<file path="src/rtl/rtc_pkg.sv">
package rtc_pkg;
    typedef logic [7:0] byte_t;

    localparam int CTRL_EN_BIT  = 0;
    localparam int CTRL_CMT_BIT = 1;

    function automatic byte_t ctrl_readback(input logic [1:0] bits);
        return {1'b1, 5'b00000, bits};
    endfunction
endpackage

</file>
<file path="src/rtl/rtc_stage_regs.sv">
module rtc_stage_regs
    import rtc_pkg::*;
#(
    parameter int SEC_W  = 32,
    parameter int SUB_W  = 4,
    parameter int ADDR_W = 8
) (
    input  logic              clk,
    input  logic              rst_n,
    input  logic              wr_en,
    input  logic [ADDR_W-1:0] addr,
    input  byte_t             wr_data,
    output logic [SEC_W-1:0]  stg_sec,
    output logic [SUB_W-1:0]  stg_sub,
    output logic [1:0]        ctrl,
    output logic              commit
);
    localparam int NB        = SEC_W / 8;
    localparam int STG_SUB_A = NB;
    localparam int CTRL_A    = 2 * NB + 2;

    typedef struct packed {
        logic [SEC_W-1:0] sec;
        logic [SUB_W-1:0] sub;
        logic [1:0]       ctrl;
    } stage_t;

    stage_t st_d, st_q;
    logic   commit_d;

    always_comb begin
        st_d     = st_q;
        commit_d = 1'b0;
        if (wr_en) begin
            for (int i = 0; i < NB; i++) begin
                if (addr == ADDR_W'(i))
                    st_d.sec[SEC_W-1-8*i -: 8] = wr_data;
            end
            if (addr == ADDR_W'(STG_SUB_A))
                st_d.sub = wr_data[SUB_W-1:0];
            if (addr == ADDR_W'(CTRL_A)) begin
                st_d.ctrl = wr_data[1:0];
                if (!wr_data[CTRL_EN_BIT])
                    st_d.sec = '0;
                commit_d = wr_data[CTRL_EN_BIT] && wr_data[CTRL_CMT_BIT]
                           && !st_q.ctrl[CTRL_CMT_BIT];
            end
        end
    end

    always_ff @(posedge clk or negedge rst_n) begin
        if (!rst_n) st_q <= '0;
        else        st_q <= st_d;
    end

    assign stg_sec = st_q.sec;
    assign stg_sub = st_q.sub;
    assign ctrl    = st_q.ctrl;
    assign commit  = commit_d;

    p_disable_clears_r5: assert property (@(posedge clk) disable iff (!rst_n)
        (wr_en && addr == ADDR_W'(CTRL_A) && !wr_data[0]) |=> (stg_sec == '0));
    p_sub_kept_r5: assert property (@(posedge clk) disable iff (!rst_n)
        (wr_en && addr == ADDR_W'(CTRL_A)) |=> $stable(stg_sub));
    p_commit_edge_r6: assert property (@(posedge clk) disable iff (!rst_n)
        commit |=> ctrl[1]);
endmodule

</file>
<file path="src/rtl/rtc_counter.sv">
module rtc_counter #(
    parameter int SEC_W = 32,
    parameter int SUB_W = 4
) (
    input  logic             clk,
    input  logic             rst_n,
    input  logic             tick,
    input  logic             en,
    input  logic             commit,
    input  logic [SEC_W-1:0] ld_sec,
    input  logic [SUB_W-1:0] ld_sub,
    output logic [SEC_W-1:0] cnt_sec,
    output logic [SUB_W-1:0] cnt_sub
);
    typedef struct packed {
        logic [SEC_W-1:0] sec;
        logic [SUB_W-1:0] sub;
    } count_t;

    count_t c_d, c_q;

    always_comb begin
        c_d = c_q;
        if (commit) begin
            c_d.sec = ld_sec;
            c_d.sub = ld_sub;
        end else if (en && tick) begin
            c_d.sub = c_q.sub + SUB_W'(1);
            if (c_q.sub == '1)
                c_d.sec = c_q.sec + SEC_W'(1);
        end
    end

    always_ff @(posedge clk or negedge rst_n) begin
        if (!rst_n) c_q <= '0;
        else        c_q <= c_d;
    end

    assign cnt_sec = c_q.sec;
    assign cnt_sub = c_q.sub;

    p_commit_load_r6: assert property (@(posedge clk) disable iff (!rst_n)
        commit |=> (cnt_sec == $past(ld_sec) && cnt_sub == $past(ld_sub)));
    p_wrap_carry_r7: assert property (@(posedge clk) disable iff (!rst_n)
        (en && tick && !commit && cnt_sub == '1)
        |=> (cnt_sub == '0 && cnt_sec == $past(cnt_sec) + SEC_W'(1)));
    p_sub_step_r7: assert property (@(posedge clk) disable iff (!rst_n)
        (en && tick && !commit && cnt_sub != '1)
        |=> (cnt_sub == $past(cnt_sub) + SUB_W'(1) && $stable(cnt_sec)));
    p_hold_off_r8: assert property (@(posedge clk) disable iff (!rst_n)
        (!en && !commit) |=> ($stable(cnt_sec) && $stable(cnt_sub)));
endmodule

</file>
<file path="src/rtl/rtc_readout.sv">
module rtc_readout
    import rtc_pkg::*;
#(
    parameter int SEC_W  = 32,
    parameter int SUB_W  = 4,
    parameter int ADDR_W = 8
) (
    input  logic              clk,
    input  logic              rst_n,
    input  logic              rd_en,
    input  logic [ADDR_W-1:0] addr,
    input  logic [SEC_W-1:0]  stg_sec,
    input  logic [SUB_W-1:0]  stg_sub,
    input  logic [1:0]        ctrl,
    input  logic [SEC_W-1:0]  cnt_sec,
    input  logic [SUB_W-1:0]  cnt_sub,
    output byte_t             rd_data
);
    localparam int NB         = SEC_W / 8;
    localparam int STG_SUB_A  = NB;
    localparam int LIVE_SUB_A = NB + 1;
    localparam int LIVE_SEC_A = NB + 2;
    localparam int CTRL_A     = 2 * NB + 2;

    typedef struct packed {
        logic [SEC_W-1:0] snap_sec;
        logic [SUB_W-1:0] snap_sub;
        byte_t            rdata;
    } rd_t;

    rd_t r_d, r_q;

    always_comb begin
        r_d       = r_q;
        r_d.rdata = '0;
        if (rd_en) begin
            for (int i = 0; i < NB; i++) begin
                if (addr == ADDR_W'(i))
                    r_d.rdata = stg_sec[SEC_W-1-8*i -: 8];
                if (addr == ADDR_W'(LIVE_SEC_A + i))
                    r_d.rdata = (i == 0) ? cnt_sec[SEC_W-1 -: 8]
                                         : r_q.snap_sec[SEC_W-1-8*i -: 8];
            end
            if (addr == ADDR_W'(STG_SUB_A))
                r_d.rdata = byte_t'(stg_sub);
            if (addr == ADDR_W'(LIVE_SUB_A))
                r_d.rdata = byte_t'(r_q.snap_sub);
            if (addr == ADDR_W'(CTRL_A))
                r_d.rdata = ctrl_readback(ctrl);
            if (addr == ADDR_W'(LIVE_SEC_A)) begin
                r_d.snap_sec = cnt_sec;
                r_d.snap_sub = cnt_sub;
            end
        end
    end

    always_ff @(posedge clk or negedge rst_n) begin
        if (!rst_n) r_q <= '0;
        else        r_q <= r_d;
    end

    assign rd_data = r_q.rdata;

    p_idle_zero_r10: assert property (@(posedge clk) disable iff (!rst_n)
        !rd_en |=> (rd_data == '0));
    p_ctrl_bit7_r4: assert property (@(posedge clk) disable iff (!rst_n)
        (rd_en && addr == ADDR_W'(CTRL_A)) |=> (rd_data[7] && rd_data[6:2] == '0));
    p_sub_upper_r2: assert property (@(posedge clk) disable iff (!rst_n)
        (rd_en && (addr == ADDR_W'(STG_SUB_A) || addr == ADDR_W'(LIVE_SUB_A)))
        |=> (rd_data >> SUB_W) == '0);
    p_msb_live_r9: assert property (@(posedge clk) disable iff (!rst_n)
        (rd_en && addr == ADDR_W'(LIVE_SEC_A))
        |=> (rd_data == $past(cnt_sec[SEC_W-1 -: 8])));
endmodule

</file>
<file path="src/rtl/rtc_loadcount.sv">
module rtc_loadcount
    import rtc_pkg::*;
#(
    parameter int SEC_W  = 32,
    parameter int SUB_W  = 4,
    parameter int ADDR_W = 8
) (
    input  logic              clk,
    input  logic              rst_n,
    input  logic              tick_16hz,
    input  logic              wr_en,
    input  logic              rd_en,
    input  logic [ADDR_W-1:0] addr,
    input  logic [7:0]        wr_data,
    output logic [7:0]        rd_data
);
    localparam int NB = SEC_W / 8;

    initial begin
        assert (SEC_W % 8 == 0 && SEC_W >= 8) else $error("SEC_W must be whole bytes");
        assert (SUB_W >= 1 && SUB_W <= 8) else $error("SUB_W out of range");
        assert ((2 * NB + 3) <= (1 << ADDR_W)) else $error("ADDR_W too small");
    end

    logic [SEC_W-1:0] stg_sec, cnt_sec;
    logic [SUB_W-1:0] stg_sub, cnt_sub;
    logic [1:0]       ctrl;
    logic             commit;

    rtc_stage_regs #(.SEC_W(SEC_W), .SUB_W(SUB_W), .ADDR_W(ADDR_W)) u_stage (
        .clk(clk), .rst_n(rst_n), .wr_en(wr_en), .addr(addr), .wr_data(wr_data),
        .stg_sec(stg_sec), .stg_sub(stg_sub), .ctrl(ctrl), .commit(commit)
    );

    rtc_counter #(.SEC_W(SEC_W), .SUB_W(SUB_W)) u_count (
        .clk(clk), .rst_n(rst_n), .tick(tick_16hz), .en(ctrl[CTRL_EN_BIT]),
        .commit(commit), .ld_sec(stg_sec), .ld_sub(stg_sub),
        .cnt_sec(cnt_sec), .cnt_sub(cnt_sub)
    );

    rtc_readout #(.SEC_W(SEC_W), .SUB_W(SUB_W), .ADDR_W(ADDR_W)) u_read (
        .clk(clk), .rst_n(rst_n), .rd_en(rd_en), .addr(addr),
        .stg_sec(stg_sec), .stg_sub(stg_sub), .ctrl(ctrl),
        .cnt_sec(cnt_sec), .cnt_sub(cnt_sub), .rd_data(rd_data)
    );

    p_tick_priority_r11: assert property (@(posedge clk) disable iff (!rst_n)
        (commit && tick_16hz) |=> (cnt_sec == $past(stg_sec) && cnt_sub == $past(stg_sub)));
endmodule

</file>
<file path="config.mk">
export PLATFORM = sky130hd
export DESIGN_NAME = rtc_loadcount
export DESIGN_NICKNAME = d
export VERILOG_FILES = /design/src/rtl/rtc_pkg.sv /design/src/rtl/rtc_stage_regs.sv /design/src/rtl/rtc_counter.sv /design/src/rtl/rtc_readout.sv /design/src/rtl/rtc_loadcount.sv
export SDC_FILE = /design/constraint.sdc
export NUM_CORES = 1
export LEC_CHECK = 0
export ABC_AREA = 1
export BUFFER_PORTS_ARGS = -buffer_cell sky130_fd_sc_hd__buf_2
export CORE_UTILIZATION = 45
export CTS_BUF_LIST = sky130_fd_sc_hd__clkbuf_4 sky130_fd_sc_hd__clkbuf_8 sky130_fd_sc_hd__clkbuf_16
export CTS_CLUSTER_SIZE = 24
export DETAILED_ROUTE_END_ITERATION = 6
export PLACE_DENSITY = 0.64
export SKIP_LAST_GASP = 1
export SYNTH_ARGS = -nofsm -noshare
export SYNTH_HDL_FRONTEND = slang
export SYNTH_SLANG_ARGS = --single-unit
</file>
<file path="constraint.sdc">
create_clock -name clk -period 4.73 [get_ports clk]
set_input_delay 0.2365 -clock clk [delete_from_list [all_inputs] [get_ports clk]]
set_output_delay 0.2365 -clock clk [all_outputs]
set_load 0.02 [all_outputs]
</file>
==> Word-level counts from Yosys, hierarchy flattened <==
Index checks and enable logic that the tools add are counted.
W data, S select, Z words.
{ "op_classes": {"addsub": 2, "multipliers": 0, "div_mod_pow": 0, "order_cmp": 0, "eq_ne": 11, "n_shift": 0, "mux": 23, "n_bitwise": 0, "n_reduce_logical": 11} }
{ "ops": {"columns": ["operator", "n"], "rows": [
  ["$mux W8", 16],
  ["$mux W32", 3],
  ["$mux W36", 2],
  ["$add A32 B1 Y32 const B", 1],
  ["$eq A8 B3 Y1 const B", 4],
  ["$eq A8 B4 Y1 const B", 3],
  ["$eq A8 B2 Y1 const B", 2],
  ["$eq A8 B1 Y1 const B", 1],
  ["$logic_not A8 Y1", 1],
  ["$reduce_and A2 Y1", 4],
  ["$add A4 B1 Y4 const B", 1],
  ["$eq A4 B4 Y1 const B", 1],
  ["$reduce_bool A2 Y1", 2],
  ["$logic_and A1 B1 Y1", 3],
  ["$mux W1", 2],
  ["$logic_not A1 Y1", 1]
]} }
{ "word_totals": {"regBits": 118, "latch_bits": 0, "mem_bits_rw": 0, "rom_bits": 0, "inputBits": 21, "out_inout_bits": 8, "memories": 0} }

==> Longest topological paths before layout <==
{ "logic_depth": {"ltp_word": 13, "depth_mapped": 13, "depth_no_buf": 13} }

==> Hierarchy <==
From an unflattened synthesis, not the netlist that was laid out.
{ "unflattened": {"hier_cells": 907, "area_unflattened_um2": 6678.9} }
{ "modules_own_cells": {"columns": ["mod", "n_inst", "cells_per_inst", "area_per_inst_um2", "seq_area_each_um2"], "rows": [
  ["rtc_counter", 1, 390, 2529.9, 900.9],
  ["rtc_readout", 1, 261, 2198.4, 900.9],
  ["rtc_stage_regs", 1, 256, 1950.6, 950.9]
]} }

==> Least setup slack after synthesis <==
No wires, ideal clock.
{ "synth_timing": {"path_type": "flip-flop to flip-flop", "from": "reg u_count.c_q, in the netlist u_count.cnt_sec[0]", "to": "reg u_count.c_q, in the netlist u_count.cnt_sec[26]", "setup_ns": 0.129, "t_arrival_ns": 1.581, "slack_ns": 3.020, "stages_incl_launch_ff": 12, "path_buffers": 0, "synth_period_minus_slack_ns": 1.710, "cell_sequence": "dfrtp_1 -> ha_1 -> nand2_1 -> nor2_2 -> nand2_1 -> nor2_2 -> nand2_2 -> nor2_4 -> nand3_1 -> xor2_1 -> nand2_1 -> o221ai_2"} }
{ "synth_via": {"elab_chain_cells": 4} }
{ "synth_lines": {"columns": ["element", "line_no", "rtl"], "rows": [
  ["start: declaration", "rtc_counter.sv:20", "count_t c_d, c_q;"],
  ["start signal: assignment", "rtc_counter.sv:35", "if (!rst_n) c_q <= '0;"],
  ["start signal: assignment", "rtc_counter.sv:36", "else c_q <= c_d;"],
  ["$add A32 B1 Y32", "rtc_counter.sv:30", "c_d.sec = c_q.sec + SEC_W'(1);"],
  ["$mux W32", "rtc_counter.sv:29", "if (c_q.sub == '1)"],
  ["$mux W36", "rtc_counter.sv:27", "end else if (en && tick) begin"],
  ["$mux W36", "rtc_counter.sv:24", "if (commit) begin"]
]} }
No other way between the ends. The select of a mux whose other input is x is not followed.
A chain may end at the register's enable or synchronous reset.

==> Worst setup path in the final report <==
{ "layout_timing": {"from": "in addr[5]", "to": "reg u_count.c_q, in the netlist u_count.cnt_sec[6]"} }
{ "layout_via": {"elab_chain_cells": 5} }
{ "layout_lines": {"columns": ["element", "line_no", "rtl"], "rows": [
  ["start: declaration", "rtc_loadcount.sv:13", "input logic [ADDR_W-1:0] addr,"],
  ["$eq A8 B4 Y1 *", "rtc_stage_regs.sv:41", "if (addr == ADDR_W'(CTRL_A)) begin"],
  ["$mux W1 *", "rtc_stage_regs.sv:41", null],
  ["$mux W1 *", "rtc_stage_regs.sv:34", "if (wr_en) begin"],
  ["$reduce_bool A2 Y1 (no source line)", null, null],
  ["$reduce_and A2 Y1 (no source line)", null, null]
]} }
Mark *: on every way between the ends. The rest lies on a longest branch, timed or not.

==> run summary <==
dpl cell area = 6230 um^2
ys async rst share = 100%
first-pass GRT wire length = 26,900 um
RR Startpoint = u_stage.ctrl[1]$_DFFE_PN0P_
CP Capture Type = flop
Hold WS = 16.9 ps
largest family of logic cells by synthesized area = simple AND/OR/NAND/NOR gates
status = completed
largest net degree at the start of global routing = 73
minimum clock period = 2490 ps
io pins = 29
Final Hold Vio Count = 0
largest area contributor in the netlist = dfrtp_1
Layout area overhead = 9.35%
Yosys top cell area share = 45.9%
period utilisation layout = 52.6%
total clock sinks = 110
Rows = 41
CTS Root Cell = clkbuf_16
maxcap violations = 0
cell with the most instances after synthesis = nand2_1
reg-to-reg slack, setup = 2270 ps
RSZ-0062 raised after global routing = no
Post-Syn Instances = 731
worst-case clock buffer depth = 2
pre-CTS setup slack = 1980 ps
Setup Skew = 7.75 ps
final WL = 16,500 um
All-Layer GR Usage = 25.1%
Worst Path Required = 4940 ps
CTS buffer count = 9
syn_nets = 754
Leak = 3.07 nW
Worst EP arrival = 2690 ps
number of global-route vias before repair = 5,041
Synth Area in Compound Gates = 17.4%
top cell types by occurrence after synthesis = nand2_1 (141), dfrtp_1 (110), inv_1 (108)
Critical Path Start Type = primary input
Die ar. = 13,800 um^2
post-synthesis register bit count = 110
Post-CTS Resized = 0
hold buffer count at CTS = 0
1st-pass router iterations = 5
Netlist cell types = 39
Worst Hold Class = in2async
worst reg-to-reg path cell count = 7
dominant cells by area after synthesis = dfrtp_1 (46%), nand2_1 (8.8%), inv_1 (6.8%)
Setup TNS Final = 0 ps
Ys Warns = 0
final setup violation count = 0
Slew @ Worst Pin = 1050 ps
syn_area_per_cell = 8.20 um^2
vias per cell = 5.52
Critical Path Start = addr[5]
clock latency on the worst-skew pair = 350 ps
die width = 117 um
Final Util = 51.1%
Synth Area in Adders = 0.417%
Synth Area in Simple Gates = 21.8%
Final HPWL DP = 12,300 um
IO buf count = 28
initial antenna violation count = 0
post-route cell area = 6560 um^2
Diodes inserted = 0
Post-synth EDFFs = 0
Pins Over Slew Limit = 0
core area = 12,800 um^2
RD Place Congestion = 0.929
fmax = 0.402 GHz
Max VDD drop = 0.000248 V
WL/cell = 17.8 um
DRC errors left = 0
CTS clk-pin slew, worst paths = 70 ps
GR Overflow Total = 0
worst rel slew slack = 29.8%
Mapped Area = 5990 um^2
H-tree levels = 3
ys flop type = dfrtp_1
initial core utilization = 46.7%
Final WS setup = 2240 ps
Power per Cell Area = 403 nW/um^2
layout cells sized above 1 = 12.5%
Vias = 5,110
fin nets = 771
crit path kind = in2reg
antenna-violating nets left = 0
Seq/Total Area, Yosys = 45.9%
r2r endpoint = u_count.cnt_sec[6]$_DFFE_PN0P_
multiplexer share of the synthesized area = 0.376%
CTS tree = yes
Die H = 117 um
Initial DRC Count = 529
Max Fanout on Critical Path = 41
post-CTS setup buffers = 0
xor/xnor share of the synthesized area = 4.09%
flip-flops by register name, summed over array words and instances (netlist names):
signal           cells
u_stage.stg_sub      4
u_count.cnt_sec     32
u_read.rd_data       8
u_read.r_q          28
u_stage.stg_sec     32
u_stage.ctrl         2
u_count.cnt_sub      4
report_power, final:
| group | switching, W | total, W | internal, W | leakage [nW] |
|---|---|---|---|---|
| Sequential | 0.000146 | 0.00125 | 0.00110 | 1.32 |
| Clock | 0.000345 | 0.000831 | 0.000486 | 0.163 |
| Combinational | 0.000355 | 0.000563 | 0.000209 | 1.59 |
| Total | 0.000846 | 0.00264 | 0.00179 | 3.07 |
critical path, stage by stage:
cell and delay, ps:
buf_2 110, nor2_4 130, nand2_4 90, nor2_4 140
inv_2 60, nor2_4 160, nand3_4 440, nand2_1 660
buf_4 320, inv_2 120, nand2_1 80, o221ai_1 110
cell type report:
| type | count | area (um^2) |
|---|---|---|
| flip-flops and latches | 110 | 2750 |
| repair buffers | 32 | 173 |
| well taps | 172 | 215 |
| inverters | 118 | 443 |
| multi-input cells | 477 | 2640 |
| fillers | 1290 | 6270 |
| clock buffers | 11 | 246 |
| clock inverters | 5 | 82.6 |
worst max path at each step:
stage / end / slack (ps) / depth (start not counted)
2_1_floorplan: u_count.cnt_sec[26]$_DFFE_PN0P_ / 3020 / 11
3_3_place_gp: u_count.cnt_sec[4]$_DFFE_PN0P_ / 2110 / 12
3_5_place_dp: u_count.cnt_sec[17]$_DFFE_PN0P_ / 1980 / 12
4_1_cts: u_count.cnt_sec[6]$_DFFE_PN0P_ / 2340 / 12
5_1_grt: u_count.cnt_sec[15]$_DFFE_PN0P_ / 2100 / 12
6_report: u_count.cnt_sec[6]$_DFFE_PN0P_ / 2240 / 12
through the flow:
step                      power [W]  cells
after floorplan             0.00163    731
after global placement      0.00180    909
after detailed placement    0.00181    909
after CTS                   0.00265    925
after global routing        0.00277    925
final                       0.00264    925
kinds of logic after synthesis:
logic type / count (synthesis)
and+or+nand+nor: 283
AOI/OAI and AO/OA: 162
muxes: 2
adders and majority gates: 2
DFF: 110
xor gates and xnor gates: 28
buffers and inverters: 144
cells in the final DEF, fill, tap and decap left out, drive strengths merged:
cell type,count
o22ai,11
dfrtp,110
clkinv,3
inv,118
o21bai,1
xnor2,1
or2,5
bufinv,2
o21ai,61
o221ai,32
nor3,15
nor2,84
o211ai,3
nand4,12
clkbuf,11
nor4,2
a221oi,2
mux2,2
o2111ai,1
a211oi,23
nand3,16
nand2,149
a21o,1
a21oi,27
ha,2
buf,32
xor2,27
layer usage:
layer	GRT usage [%]	vias to the layer above	share of wire, %
li1	-	2440	-
met1	34.3	2444	44
met2	40.2	190	48
met3	3.26	36	5.7
met4	10.4	0	3.1
met5	0	-	0
Power figures use the tool's default switching activity.
